### config.mk
export PLATFORM = sky130hd
export DESIGN_NAME = ir_rl_transmitter
export DESIGN_NICKNAME = d
export VERILOG_FILES = /design/src/rtl/ir_rlt_pkg.sv /design/src/rtl/ir_rlt_prescale.sv /design/src/rtl/ir_rlt_sequencer.sv /design/src/rtl/ir_rlt_carrier.sv /design/src/rtl/ir_rl_transmitter.sv
export SDC_FILE = /design/constraint.sdc
export NUM_CORES = 1
export LEC_CHECK = 0
export BUFFER_PORTS_ARGS = -buffer_cell sky130_fd_sc_hd__clkbuf_2
export CAP_MARGIN = 0
export CORE_UTILIZATION = 55
export DETAILED_ROUTE_END_ITERATION = 6
export PLACE_DENSITY_LB_ADDON = 0.08
export SYNTH_ARGS = -nofsm -noshare
export SYNTH_HDL_FRONTEND = slang
export SYNTH_SLANG_ARGS = --single-unit
### constraint.sdc
create_clock -name clk -period 3.62 [get_ports clk]
set_input_delay 0.181 -clock clk [delete_from_list [all_inputs] [get_ports clk]]
set_output_delay 0.181 -clock clk [all_outputs]
set_load 0.03 [all_outputs]
### src/rtl/ir_rlt_pkg.sv
package ir_rlt_pkg;
  // width of the run-length count field in one entry
  localparam int unsigned RL_CNT_W       = 7;
  // carrier settings after reset: 32 half-us units (~62.5 kHz), half duty
  localparam int unsigned CAR_PERIOD_RST = 32;
  localparam int unsigned CAR_HIGH_RST   = 16;

  typedef struct packed {
    logic                pulse;
    logic [RL_CNT_W-1:0] count;
  } rl_entry_t;
endpackage

### src/rtl/ir_rlt_prescale.sv
module ir_rlt_prescale #(
  parameter int unsigned DIV = 50
) (
  input  logic clk,
  input  logic rst,
  input  logic run,
  output logic tick
);
  generate
    if (DIV <= 1) begin : g_pass
      assign tick = run;
    end else begin : g_div
      localparam int unsigned PW = $clog2(DIV);
      logic [PW-1:0] pc_q;
      always_ff @(posedge clk) begin
        if (rst) pc_q <= '0;
        else if (run) pc_q <= (pc_q == PW'(DIV - 1)) ? '0 : pc_q + PW'(1);
      end
      // counter only advances while run is high, so a pause keeps the phase
      assign tick = run && (pc_q == PW'(DIV - 1));
    end
  endgenerate
endmodule

### src/rtl/ir_rlt_sequencer.sv
module ir_rlt_sequencer
  import ir_rlt_pkg::*;
#(
  parameter int unsigned SAMPLE_UNITS = 100
) (
  input  logic      clk,
  input  logic      rst,
  input  logic      tx_en,
  input  logic      tick,
  input  logic      wr_en,
  input  rl_entry_t wr_entry,
  output logic      active,
  output logic      pulse,
  output logic      irq
);
  localparam int unsigned UW = (SAMPLE_UNITS > 1) ? $clog2(SAMPLE_UNITS) : 1;
  localparam int unsigned CW = RL_CNT_W;

  rl_entry_t         slot_q [2];
  logic [1:0]        full_q;
  logic              wr_ptr_q, rd_ptr_q;
  logic              active_q, pulse_q, irq_q;
  logic [UW-1:0]     unit_q;
  logic [CW-1:0]     rem_q;

  logic unit_last, run_end, need_next, load, drain;
  rl_entry_t head;

  assign head      = slot_q[rd_ptr_q];
  assign unit_last = (unit_q == UW'(SAMPLE_UNITS - 1));
  assign run_end   = active_q && unit_last && (rem_q == CW'(1));
  assign need_next = !active_q || run_end;
  assign load      = tick && tx_en && need_next && full_q[rd_ptr_q];
  assign drain     = tick && tx_en && run_end && !full_q[rd_ptr_q];

  // slot storage: plain write port, no reset, suits distributed/block RAM
  always_ff @(posedge clk) begin
    if (wr_en) slot_q[wr_ptr_q] <= wr_entry;
  end

  always_ff @(posedge clk) begin
    if (rst) begin
      full_q   <= '0;
      wr_ptr_q <= 1'b0;
      rd_ptr_q <= 1'b0;
      active_q <= 1'b0;
      pulse_q  <= 1'b0;
      irq_q    <= 1'b0;
      unit_q   <= '0;
      rem_q    <= '0;
    end else begin
      irq_q <= load || drain;
      if (load) begin
        active_q <= 1'b1;
        pulse_q  <= head.pulse;
        rem_q    <= (head.count == '0) ? CW'(1) : head.count;
        unit_q   <= '0;
        rd_ptr_q <= ~rd_ptr_q;
      end else if (drain) begin
        active_q <= 1'b0;
        pulse_q  <= 1'b0;
      end else if (tick && tx_en && active_q) begin
        if (unit_last) begin
          unit_q <= '0;
          rem_q  <= rem_q - CW'(1);
        end else begin
          unit_q <= unit_q + UW'(1);
        end
      end
      if (load) full_q[rd_ptr_q] <= 1'b0;
      if (wr_en) begin
        full_q[wr_ptr_q] <= 1'b1;
        wr_ptr_q         <= ~wr_ptr_q;
      end
    end
  end

  assign active = active_q;
  assign pulse  = pulse_q;
  assign irq    = irq_q;

  // a playing run never holds a zero remaining count (zero counts promoted)
  assert_rem_nonzero_R3: assert property (@(posedge clk) disable iff (rst)
    active_q |-> (rem_q != '0));

  // disabled transmitter freezes the run position
  assert_pause_hold_R12: assert property (@(posedge clk) disable iff (rst)
    !tx_en |=> ($stable(rem_q) && $stable(unit_q) && $stable(active_q)));

  assert_unit_range_R2: assert property (@(posedge clk) disable iff (rst)
    unit_q <= UW'(SAMPLE_UNITS - 1));
endmodule

### src/rtl/ir_rlt_carrier.sv
module ir_rlt_carrier #(
  parameter int unsigned CAR_W = 8
) (
  input  logic             clk,
  input  logic             rst,
  input  logic             tick,
  input  logic             modulate,
  input  logic [CAR_W-1:0] period,
  input  logic [CAR_W-1:0] high,
  input  logic             invert,
  output logic             level
);
  logic [CAR_W-1:0] cnt_q;
  logic [CAR_W-1:0] high_eff;

  assign high_eff = (high == '0) ? CAR_W'(1) : high;

  always_ff @(posedge clk) begin
    if (rst) begin
      cnt_q <= '0;
    end else if (!modulate || period == '0) begin
      cnt_q <= '0;
    end else if (tick) begin
      cnt_q <= (cnt_q >= period - CAR_W'(1)) ? '0 : cnt_q + CAR_W'(1);
    end
  end

  assign level = (period == '0) ? 1'b1 : ((cnt_q < high_eff) ^ invert);

  // first unit of every carrier cycle is the active phase, even for width 0
  assert_high_floor_R7: assert property (@(posedge clk) disable iff (rst)
    (modulate && period != '0 && cnt_q == '0) |-> (level == !invert));
endmodule

### src/rtl/ir_rl_transmitter.sv
module ir_rl_transmitter
  import ir_rlt_pkg::*;
#(
  parameter int unsigned HALF_US_DIV  = 50,
  parameter int unsigned SAMPLE_UNITS = 100,
  parameter int unsigned CAR_W        = 8,
  parameter int unsigned N_EMIT       = 2,
  parameter int unsigned MASK_IN_W    = 4
) (
  input  logic                clk,
  input  logic                rst,
  input  logic                tx_en,
  input  logic                ent_wr,
  input  logic                ent_pulse,
  input  logic [RL_CNT_W-1:0] ent_count,
  input  logic                car_wr,
  input  logic [CAR_W-1:0]    car_period,
  input  logic [CAR_W-1:0]    car_high,
  input  logic                car_invert,
  input  logic                mask_wr,
  input  logic [MASK_IN_W-1:0] mask_in,
  output logic [N_EMIT-1:0]   emit,
  output logic                irq
);
  logic [CAR_W-1:0]  period_q, high_q;
  logic              invert_q;
  logic [N_EMIT-1:0] mask_q;
  logic              mask_ok;
  logic              tick, active, pulse, car_level, wave;
  rl_entry_t         wr_entry;

  generate
    if (MASK_IN_W > N_EMIT) begin : g_mask_hi
      assign mask_ok = (mask_in[N_EMIT-1:0] != '0) && (mask_in[MASK_IN_W-1:N_EMIT] == '0);
    end else begin : g_mask_eq
      assign mask_ok = (mask_in[N_EMIT-1:0] != '0);
    end
  endgenerate

  always_ff @(posedge clk) begin
    if (rst) begin
      period_q <= CAR_W'(CAR_PERIOD_RST);
      high_q   <= CAR_W'(CAR_HIGH_RST);
      invert_q <= 1'b0;
      mask_q   <= '1;
    end else begin
      if (car_wr) begin
        period_q <= car_period;
        high_q   <= car_high;
        invert_q <= car_invert;
      end
      if (mask_wr && mask_ok) mask_q <= mask_in[N_EMIT-1:0];
    end
  end

  assign wr_entry.pulse = ent_pulse;
  assign wr_entry.count = ent_count;

  ir_rlt_prescale #(.DIV(HALF_US_DIV)) u_pre (
    .clk(clk), .rst(rst), .run(tx_en), .tick(tick)
  );

  ir_rlt_sequencer #(.SAMPLE_UNITS(SAMPLE_UNITS)) u_seq (
    .clk(clk), .rst(rst), .tx_en(tx_en), .tick(tick),
    .wr_en(ent_wr), .wr_entry(wr_entry),
    .active(active), .pulse(pulse), .irq(irq)
  );

  ir_rlt_carrier #(.CAR_W(CAR_W)) u_car (
    .clk(clk), .rst(rst), .tick(tick), .modulate(active && pulse),
    .period(period_q), .high(high_q), .invert(invert_q), .level(car_level)
  );

  assign wave = tx_en && active && pulse && car_level;

  always_ff @(posedge clk) begin
    if (rst) emit <= '0;
    else     emit <= {N_EMIT{wave}} & mask_q;
  end

  assert_disabled_low_R12: assert property (@(posedge clk) disable iff (rst)
    !tx_en |=> (emit == '0));

  assert_space_low_R2: assert property (@(posedge clk) disable iff (rst)
    (active && !pulse) |=> (emit == '0));

  assert_steady_mark_R6: assert property (@(posedge clk) disable iff (rst)
    (tx_en && active && pulse && period_q == '0) |=> (emit == $past(mask_q)));

  assert_mask_legal_R11: assert property (@(posedge clk) disable iff (rst)
    mask_q != '0);
endmodule

==> results of run 1 <==
[path summary, 6_finish.rpt]
kind / start / slack, ns / depth (start not counted) / end
worst min-delay path: ent_count[2] / 0.02 / 1 / u_seq.slot_q[0][2]
worst max register to register: u_seq.rem_q[1] / 0.86 / 7 / u_seq.rem_q[5]
worst max-delay path: u_seq.rem_q[1] / 0.86 / 7 / u_seq.rem_q[5]
worst min register to register: mask_q[1] / 0.44 / 2 / emit[1]
[per-stage QoR]
stage	std cells	total power [mW]	area (sq um)
after floorplan	382	0.987	3660
after global placement	485	1.03	3900
after detailed placement	485	1.03	3900
after CTS	501	1.79	4130
after global routing	501	1.84	4130
final	501	1.77	4130
[layer usage]
metal  wire length (um)  global-route usage (%)  up-vias
met5                  0                       0        -
met4                102                    6.78        0
met3                248                    6.43       14
met2               3620                    38.8       50
met1               3020                    23.6     1341
li1                   -                       -     1456
[area by class of cell]
type                            count  area (sq um)  share of cell area [%]
Clock inverter                      6           108                    2.60
Sequential cell                    73          1620                    39.2
Clock buffer                       10           128                    3.09
Timing Repair Buffer               38           193                    4.66
Inverter                           25          93.8                    2.27
Tap cell                           77          96.3                    2.33
Multi-Input combinational cell    272          1890                    45.8
[cells by family after synthesis]
| logic type | count (synthesis) | share of synthesized area (%) |
|---|---|---|
| AND/OR/NAND/NOR | 138 | 19.2 |
| flip-flops | 73 | 44.3 |
| adder cells (fa/ha/maj) | 23 | 7.86 |
| multiplexers | 27 | 7.45 |
| XOR/XNOR | 22 | 5.26 |
| AO/OA/AOI/OAI | 62 | 12.0 |
| buffers and inverters | 37 | 4.00 |
[state kept, by name, indices dropped and copies added (netlist names), named ones only]
name	cells
emit	2
high_q	8
invert_q	1
mask_q	2
period_q	8
u_car.cnt_q	8
u_pre.g_div.pc_q	6
u_seq.active	1
u_seq.full_q	2
u_seq.irq	1
u_seq.pulse	1
u_seq.rd_ptr_q	1
u_seq.rem_q	7
u_seq.slot_q	16
u_seq.unit_q	7
u_seq.wr_ptr_q	1
[critical path, cell delays in order, from the launching register on]
cell	delay [ns]
dfxtp_1	0.32
inv_1	0.09
ha_1	0.15
or4b_1	0.46
or4_4	0.58
a211o_1	0.47
a21o_2	0.25
a2111oi_2	0.33
[placed cells by master, fill, tap and decap left out, types with 4 or more instances in the layout]
cell	instances
a21oi_1	14
nand4_1	7
xor2_1	10
edfxtp_1	16
xnor2_1	12
nand2_1	30
nor3_1	17
nand3_1	8
or2_2	4
clkbuf_2	37
nor2b_1	7
clkbuf_8	9
o211ai_1	5
o21ai_0	10
a211oi_1	10
nor2_1	38
inv_1	25
dfxtp_1	57
nor4_1	5
ha_1	23
mux2i_1	25
[where the power goes]
part / leakage [nW] / internal, mW / switching [mW]
sequential: 0.614 / 0.861 / 0.0198
combinational: 0.891 / 0.0598 / 0.0716
clock: 0.116 / 0.456 / 0.298
total: 1.62 / 1.38 / 0.390
==> summary.txt, run 1 <==
CTS
  • CTS resizes: 0
  • Depth of the CTS H-tree: 3
  • CTS Root Cell: clkbuf_8
  • Num CTS Buffers: 9
  • CTS tree: yes
  • Worst-path clk slew: 0.08 ns
  • Setup bufs post-CTS: 0
  • Clk sinks: 73
  • Hold Buf Count CTS: 0
  • Clk buf depth: 2
  • Later-pin clock latency in the skew report: 0.34 ns

Power and ir drop
  • P per Cell Area: 427 nW/um^2
  • Leakage: 1.62 nW
  • Peak supply drop: 0.373 mV

Timing
  • Final hold slack: 0.0214 ns
  • Final Max Tran Viols: 0
  • Endpoints failing hold: 0
  • Final period util: 76.3%
  • Final worst slack: 0.857 ns
  • Max Clock Skew: 0.00574 ns
  • FMAX: 362 MHz
  • Slew of the pin with the lowest slew margin: 0.812 ns
  • Rel. slew slack: 45.8%
  • Setup tns final: 0 ns
  • RSZ-0062 raised after global routing: false
  • Final setup fails: 0
  • Tmin final: 2.76 ns

GRT
  • First-pass GRT wire length: 11.9 mm
  • GR Util All Layers: 21.3%
  • Grt total ovfl: 0
  • Largest net degree at the start of global routing: 37
  • Vias in the first global route: 2735
  • Initial antenna violation count: 0

Placed design
  • Post-DP HPWL: 5.10 mm
  • IO buf count: 37
  • Gpl congestion: 0.779
  • Pre-CTS setup slack: 0.869 ns

Floorplanning
  • Starting Density: 57.3%
  • Height of the die: 83.6 um
  • Row Count: 29
  • Core area: 6390 sq um
  • Io pins: 38
  • DIE AREA: 6990 sq um
  • DIE WIDTH: 83.6 um

Final layout
  • Nets@finish: 477
  • Share of cells above drive strength 1: 16.0%
  • Fillers: 525
  • Antenna diodes: 0
  • Post-Route Utilization: 64.7%
  • P&R area growth vs syn: 12.9%

Detailed routing
  • First-pass DRT Iterations: 5
  • Drc violations: 0
  • WL final: 6.99 mm
  • Routed len/inst: 14.0 um
  • DR iter-0 viols: 118
  • Vias per std cell: 5.71
  • Vias post-DR: 2861
  • Antenna viol nets, final: 0

Setup path
  • Crit start category: register
  • Worst Setup Path Type: register to register
  • Worst Path Arrival: 3.01 ns
  • WP data required: 3.86 ns
  • Crit Path Max Fanout: 11
  • Setup crit end kind: register

Logic synthesis
  • Count leader, synth: dfxtp_1
  • Area leader, netlist: dfxtp_1
  • Largest cells by area after synthesis: dfxtp_1 (31%), edfxtp_1 (13%), ha_1 (7.9%), mux2i_1 (6.8%), nor2_1 (3.9%)
  • Mean Syn Cell Area: 9.59 sq um
  • EDFF count, synth: 16
  • Post-synthesis register bit count: 73
  • Synth Instances: 382
  • Synth Flop Type: dfxtp_1
  • Post-synthesis sequential area ratio: 44.3%
  • Synth Net Count: 440
  • Top-area cell type share of the netlist area: 31.2%
  • Synth warn: 0
  • Synthesized cell area: 3660 sq um
  • Synth cell count leaders: dfxtp_1 (57), nor2_1 (38), nand2_1 (30)
  • Ys async rst share: 0%
  • Yosys cell types: 56

Run status
  • Outcome: completed

Flow run
  • Max-cap violations: 0

Min path
  • HP Class: input pin to register
(Power assumes the default switching activity.)
==> inputs of run 2 (changes only) <==
==> constraint.sdc (replaced) <==
create_clock -name clk -period 2.55 [get_ports clk]
set_input_delay 0.1275 -clock clk [delete_from_list [all_inputs] [get_ports clk]]
set_output_delay 0.1275 -clock clk [all_outputs]
set_load 0.03 [all_outputs]
==> summary.txt, run 2 (synthesis results as in run 1) <==
Detailed routing
  • Top sig layer: met4 (unchanged)
  • DR iter-0 viols: 106 (was 118)
  • First-pass DRT Iterations: 4 (was 5)
  • Vias per std cell: 5.61 (was 5.71)
  • WL met2: 3.55 mm (was 3.62 mm)
  • Drc violations: 0 (unchanged)
  • Routed len/inst: 15.2 um (was 14.0 um)
  • M1 WL: 3.90 mm (was 3.02 mm)
  • Met3 Wirelength: 406 um (was 248 um)
  • Vias post-DR: 2942 (was 2861)
  • WL final: 7.98 mm (was 6.99 mm)
  • Antenna viol nets, final: 0 (unchanged)

Timing
  • Final period util: 99.8% (was 76.3%)
  • Final hold slack: 0.0106 ns (was 0.0214 ns)
  • Endpoints failing hold: 0 (unchanged)
  • Slew of the pin with the lowest slew margin: 0.774 ns (was 0.812 ns)
  • Final setup fails: 0 (unchanged)
  • Tmin final: 2.55 ns (was 2.76 ns)
  • Final Max Tran Viols: 0 (unchanged)
  • Rel. slew slack: 48.3% (was 45.8%)
  • FMAX: 393 MHz (was 362 MHz)
  • Max Clock Skew: 0.00965 ns (was 0.00574 ns)
  • RSZ-0062 raised after global routing: true (was false)

Setup path
  • Cell family with most CP delay: simple AND/OR/NAND/NOR gates (was compound AO/OA/AOI/OAI gates)
  • Setup crit end kind: register (unchanged)
  • Worst Setup Path Type: register to register (unchanged)
  • CP dominant cell by count: a211o_4
  • Slowest-stage cell, CP: or4_4 (unchanged)
  • Crit start category: register (unchanged)
  • Critical Path, Cell by Cell: inv_2 > ha_4 > or4b_4 > or4_4 > a211o_4 > buf_6 > a211o_4 > a31oi_1 (was inv_1 > ha_1 > or4b_1 > or4_4 > a211o_1 > a21o_2 > a2111oi_2)
  • Slowest Stage Delay on Critical Path: 0.56 ns (was 0.58 ns)
  • Worst Path Buf+Inv: 2 (was 1)
  • WP data required: 2.83 ns (was 3.86 ns)
  • Worst Path Arrival: 2.83 ns (was 3.01 ns)
  • Crit Path Max Fanout: 6 (was 11)

GRT
  • Vias in the first global route: 2879 (was 2735)
  • GR Util All Layers: 24.2% (was 21.3%)
  • First-pass GRT wire length: 13.3 mm (was 11.9 mm)
  • Grt total ovfl: 0 (unchanged)
  • Initial antenna violation count: 0 (unchanged)
  • Largest net degree at the start of global routing: 37 (unchanged)

Run status
  • Outcome: completed (unchanged)

CTS
  • CTS tree: yes (unchanged)
  • Depth of the CTS H-tree: 3 (unchanged)
  • Clk buf depth: 2 (unchanged)
  • Clk sinks: 73 (unchanged)
  • CTS Root Cell: clkbuf_8 (unchanged)
  • Num CTS Buffers: 9 (unchanged)
  • Worst-path clk slew: 0.08 ns (about the same)
  • Later-pin clock latency in the skew report: 0.35 ns (was 0.34 ns)

Floorplanning
  • DIE WIDTH: 83.6 um (unchanged)
  • DIE AREA: 6990 sq um (unchanged)
  • Core area: 6390 sq um (unchanged)
  • Starting Density: 57.3% (unchanged)
  • Height of the die: 83.6 um (unchanged)
  • Io pins: 38 (unchanged)
  • Row Count: 29 (unchanged)

Final layout
  • Commonest non-fill, non-tap cell in the layout: dfxtp_1 (unchanged)
  • Fillers: 519 (was 525)
  • P&R area growth vs syn: 19.9% (was 12.9%)
  • Post-route cell area: 4390 sq um (was 4130 sq um)
  • Post-Route Utilization: 68.8% (was 64.7%)
  • Top reg by flops: u_seq.slot_q (unchanged)
  • Share of cells above drive strength 1: 21.3% (was 16.0%)
  • Final std cells w/o fill: 524 (was 501)
  • FF/Latch Area: 1620 sq um (about the same)
  • Max reg flops: 16 (unchanged)
  • Antenna diodes: 0 (unchanged)
  • Multi-input logic area: 1990 sq um (was 1890 sq um)
  • Nets@finish: 501 (was 477)
  • Commonest non-fill, non-tap cells in the layout: dfxtp_1 (55), nor2_1 (38), clkbuf_2 (37) (was dfxtp_1 (57), nor2_1 (38), clkbuf_2 (37))

Power and ir drop
  • P per Cell Area: 534 nW/um^2 (was 427 nW/um^2)
  • Peak supply drop: 0.484 mV (was 0.373 mV)
  • Leakage: 1.72 nW (was 1.62 nW)

Placed design
  • Post-DP HPWL: 5.60 mm (was 5.10 mm)
  • Placed cell area: 4000 sq um (was 3900 sq um)
  • Gpl congestion: 0.868 (was 0.779)
  • IO buf count: 37 (unchanged)
  • Dpl cells: 499 (was 485)

Min path
  • HP Class: input pin to register (unchanged)

Flow run
  • Max-cap violations: 0 (unchanged)
run 2: timing repair:
| item | CTS | global route |
|---|---|---|
| hold endpoints to repair | 17 | 0 |
| cloned | 0 | 0 |
| hold buffers | 9 | 0 |
| pin swaps | 4 | 8 |
| setup endpoints to repair | 5 | 16 |
| gates resized for setup | 8 | 13 |
| buffers inserted | 1 | 0 |
run 2: final timing paths:
| path | slack [ns] | from | cells past startpoint | end |
|---|---|---|---|---|
| max | 0.004 | u_seq.rem_q[1] | 8 | u_seq.rem_q[0] |
| min | 0.01 | mask_in[0] | 3 | mask_q[0] |
| max reg2reg | 0.004 | u_seq.rem_q[1] | 8 | u_seq.rem_q[0] |
| min reg2reg | 0.44 | mask_q[0] | 2 | emit[0] |
run 2: per-layer routing:
metal,GRT usage (%),vias to the layer above
li1,-,1500
met5,0,-
met4,9.24,0
met1,32.6,1361
met3,5.84,11
met2,37.5,70
run 2: final cells by class:
| cell class | instances | area share [%] |
|---|---|---|
| clock buffers | 9 | 2.82 |
| clock inverters | 6 | 1.37 |
| inverters | 25 | 2.14 |
| multi-input cells | 272 | 45.3 |
| flip-flops and latches | 73 | 37.0 |
| well taps | 77 | 2.19 |
| repair buffers | 62 | 9.18 |
run 2: tightest hold or removal path, stage by stage:
cell      delay [ns]
clkbuf_2        0.09
mux2i_1         0.06
nand2_1         0.06
run 2: stage by stage:
stage	total power, mW	TNS, ns	setup WS [ns]
2_1_floorplan	1.40	0	0.0337
3_3_place_gp	1.47	0	0.0300
3_5_place_dp	1.48	-0.0269	-0.0269
4_1_cts	2.35	0	0.00928
5_1_grt	2.45	-0.105	-0.0383
6_report	2.35	0	0.00398
run 2: where the power goes:
part           internal (mW)  total, mW  switching [mW]  leakage, nW
clock                  0.441      0.879           0.438       0.0909
sequential              1.22       1.25          0.0322        0.615
combinational          0.100      0.213           0.113         1.01
==> inputs of run 3 (changes only) <==
--- a/config.mk
+++ b/config.mk
@@ -7,7 +7,7 @@
 export LEC_CHECK = 0
 export BUFFER_PORTS_ARGS = -buffer_cell sky130_fd_sc_hd__clkbuf_2
 export CAP_MARGIN = 0
-export CORE_UTILIZATION = 55
+export CORE_UTILIZATION = 52
 export DETAILED_ROUTE_END_ITERATION = 6
 export PLACE_DENSITY_LB_ADDON = 0.08
 export SYNTH_ARGS = -nofsm -noshare
==> constraint.sdc (replaced) <==
create_clock -name clk -period 2.74 [get_ports clk]
set_input_delay 0.137 -clock clk [delete_from_list [all_inputs] [get_ports clk]]
set_output_delay 0.137 -clock clk [all_outputs]
set_load 0.03 [all_outputs]
==> summary.txt, run 3 (synthesis results as in run 1) <==
Run status
  • Outcome: completed (unchanged)

Timing
  • Final hold slack: 0.0181 ns (was 0.0106 ns)
  • RSZ-0062 raised after global routing: false (was true)
  • Final setup fails: 0 (unchanged)
  • Final period util: 96.0% (was 99.8%)
  • Rel. slew slack: 45.5% (was 48.3%)
  • Tmin final: 2.63 ns (was 2.55 ns)
  • Final worst slack: 0.110 ns (was 0.00398 ns)
  • Setup tns final: 0 ns (unchanged)
  • Final Max Tran Viols: 0 (unchanged)
  • FMAX: 380 MHz (was 393 MHz)
  • Max Clock Skew: 0.00973 ns (was 0.00965 ns)
  • Endpoints failing hold: 0 (unchanged)
  • Slew of the pin with the lowest slew margin: 0.815 ns (was 0.774 ns)

Setup path
  • Worst Setup Path Type: register to register (unchanged)
  • Worst setup path start: u_seq.rem_q[1] (unchanged)
  • Worst Path Arrival: 2.89 ns (was 2.83 ns)
  • Crit Path Max Fanout: 8 (was 6)
  • Crit start category: register (unchanged)
  • Worst R2R Start: u_seq.rem_q[1] (unchanged)
  • Setup crit end kind: register (unchanged)
  • WP data required: 3.00 ns (was 2.83 ns)

Final layout
  • Commonest non-fill, non-tap cells in the layout: dfxtp_1 (57), nor2_1 (38), clkbuf_2 (37) (was dfxtp_1 (55), nor2_1 (38), clkbuf_2 (37))
  • Post-route cell area: 4320 sq um (was 4390 sq um)
  • Post-Route Utilization: 63.6% (was 68.8%)
  • Max reg flops: 16 (unchanged)
  • Antenna diodes: 0 (unchanged)
  • P&R area growth vs syn: 18.1% (was 19.9%)
  • Commonest non-fill, non-tap cell in the layout: dfxtp_1 (unchanged)
  • Share of cells above drive strength 1: 17.8% (was 21.3%)
  • Final std cells w/o fill: 535 (was 524)
  • Top reg by flops: u_seq.slot_q (unchanged)
  • Nets@finish: 492 (was 501)

Floorplanning
  • Row Count: 30 (was 29)
  • Starting Density: 53.9% (was 57.3%)
  • Io pins: 38 (unchanged)
  • DIE WIDTH: 85.9 um (was 83.6 um)
  • Height of the die: 85.9 um (was 83.6 um)
  • DIE AREA: 7380 sq um (was 6990 sq um)
  • Core area: 6790 sq um (was 6390 sq um)

CTS
  • Worst-path clk slew: 0.09 ns (was 0.08 ns)
  • Num CTS Buffers: 9 (unchanged)
  • Clk buf depth: 2 (unchanged)
  • CTS tree: yes (unchanged)
  • Later-pin clock latency in the skew report: 0.35 ns (about the same)
  • CTS Root Cell: clkbuf_8 (unchanged)
  • Depth of the CTS H-tree: 3 (unchanged)
  • Clk sinks: 73 (unchanged)

Placed design
  • Post-DP HPWL: 5.35 mm (was 5.60 mm)
  • Pre-CTS setup slack: 0.0117 ns (was -0.0269 ns)
  • Dpl cells: 509 (was 499)
  • Gpl congestion: 0.793 (was 0.868)
  • IO buf count: 37 (unchanged)
  • Placed cell area: 3960 sq um (was 4000 sq um)

GRT
  • First-pass GRT wire length: 12.7 mm (was 13.3 mm)
  • Vias in the first global route: 2728 (was 2879)
  • GR Util All Layers: 22.1% (was 24.2%)
  • Largest net degree at the start of global routing: 37 (unchanged)
  • Initial antenna violation count: 0 (unchanged)
  • Grt total ovfl: 0 (unchanged)

Min path
  • Worst Min Path Start: car_invert (was mask_in[0])
  • HP Class: input pin to register (unchanged)

Power and ir drop
  • Final total power: 2.41 mW (was 2.35 mW)
  • Peak supply drop: 0.332 mV (was 0.484 mV)
  • Leakage: 1.69 nW (was 1.72 nW)
  • P per Cell Area: 556 nW/um^2 (was 534 nW/um^2)

Detailed routing
  • First-pass DRT Iterations: 4 (unchanged)
  • WL final: 7.60 mm (was 7.98 mm)
  • DR iter-0 viols: 169 (was 106)
  • Routed len/inst: 14.2 um (was 15.2 um)
  • Vias post-DR: 2927 (was 2942)
  • Vias per std cell: 5.47 (was 5.61)
  • Drc violations: 0 (unchanged)
  • Antenna viol nets, final: 0 (unchanged)

Flow run
  • Max-cap violations: 0 (unchanged)
[run 3: path summary, 6_finish.rpt]
path	to	slack, ns	depth (start not counted)
worst max-delay path	u_seq.rem_q[5]	0.11	7
worst min-delay path	invert_q	0.02	3
worst max register to register	u_seq.rem_q[5]	0.11	7
worst min register to register	emit[1]	0.44	2
[run 3: repair_timing]
action,in CTS,in global routing
pin swaps,0,2
setup endpoints to repair,2,4
hold buffers,9,0
hold endpoints to repair,17,0
cloned,0,0
setup buffers,0,1
resized for setup,1,3
[run 3: per-layer routing]
layer	global-route usage, %	wire length (um)
met5	0	0
met4	8.79	116
met3	3.85	326
met2	34.2	3340
met1	30.6	3810
[run 3: final cells by class]
cell class | count | area [sq um]
clock buffers | 9 | 124
clock inverters | 7 | 124
fillers | 600 | 2470
inverters | 25 | 93.8
multi-input cells | 272 | 1910
flip-flops and latches | 73 | 1620
well taps | 96 | 120
repair buffers | 53 | 328
[run 3: power breakdown]
group	leakage [nW]	switching, mW	internal (mW)
sequential	0.614	0.0301	1.14
clock	0.121	0.439	0.614
combinational	0.959	0.0988	0.0870
[run 3: worst max-delay path: stages, from the launching register on]
cell	delay [ns]
dfxtp_1	0.32
inv_1	0.10
ha_1	0.17
or4b_1	0.46
or4_4	0.56
a211o_4	0.39
a21o_2	0.21
a2111oi_2	0.33
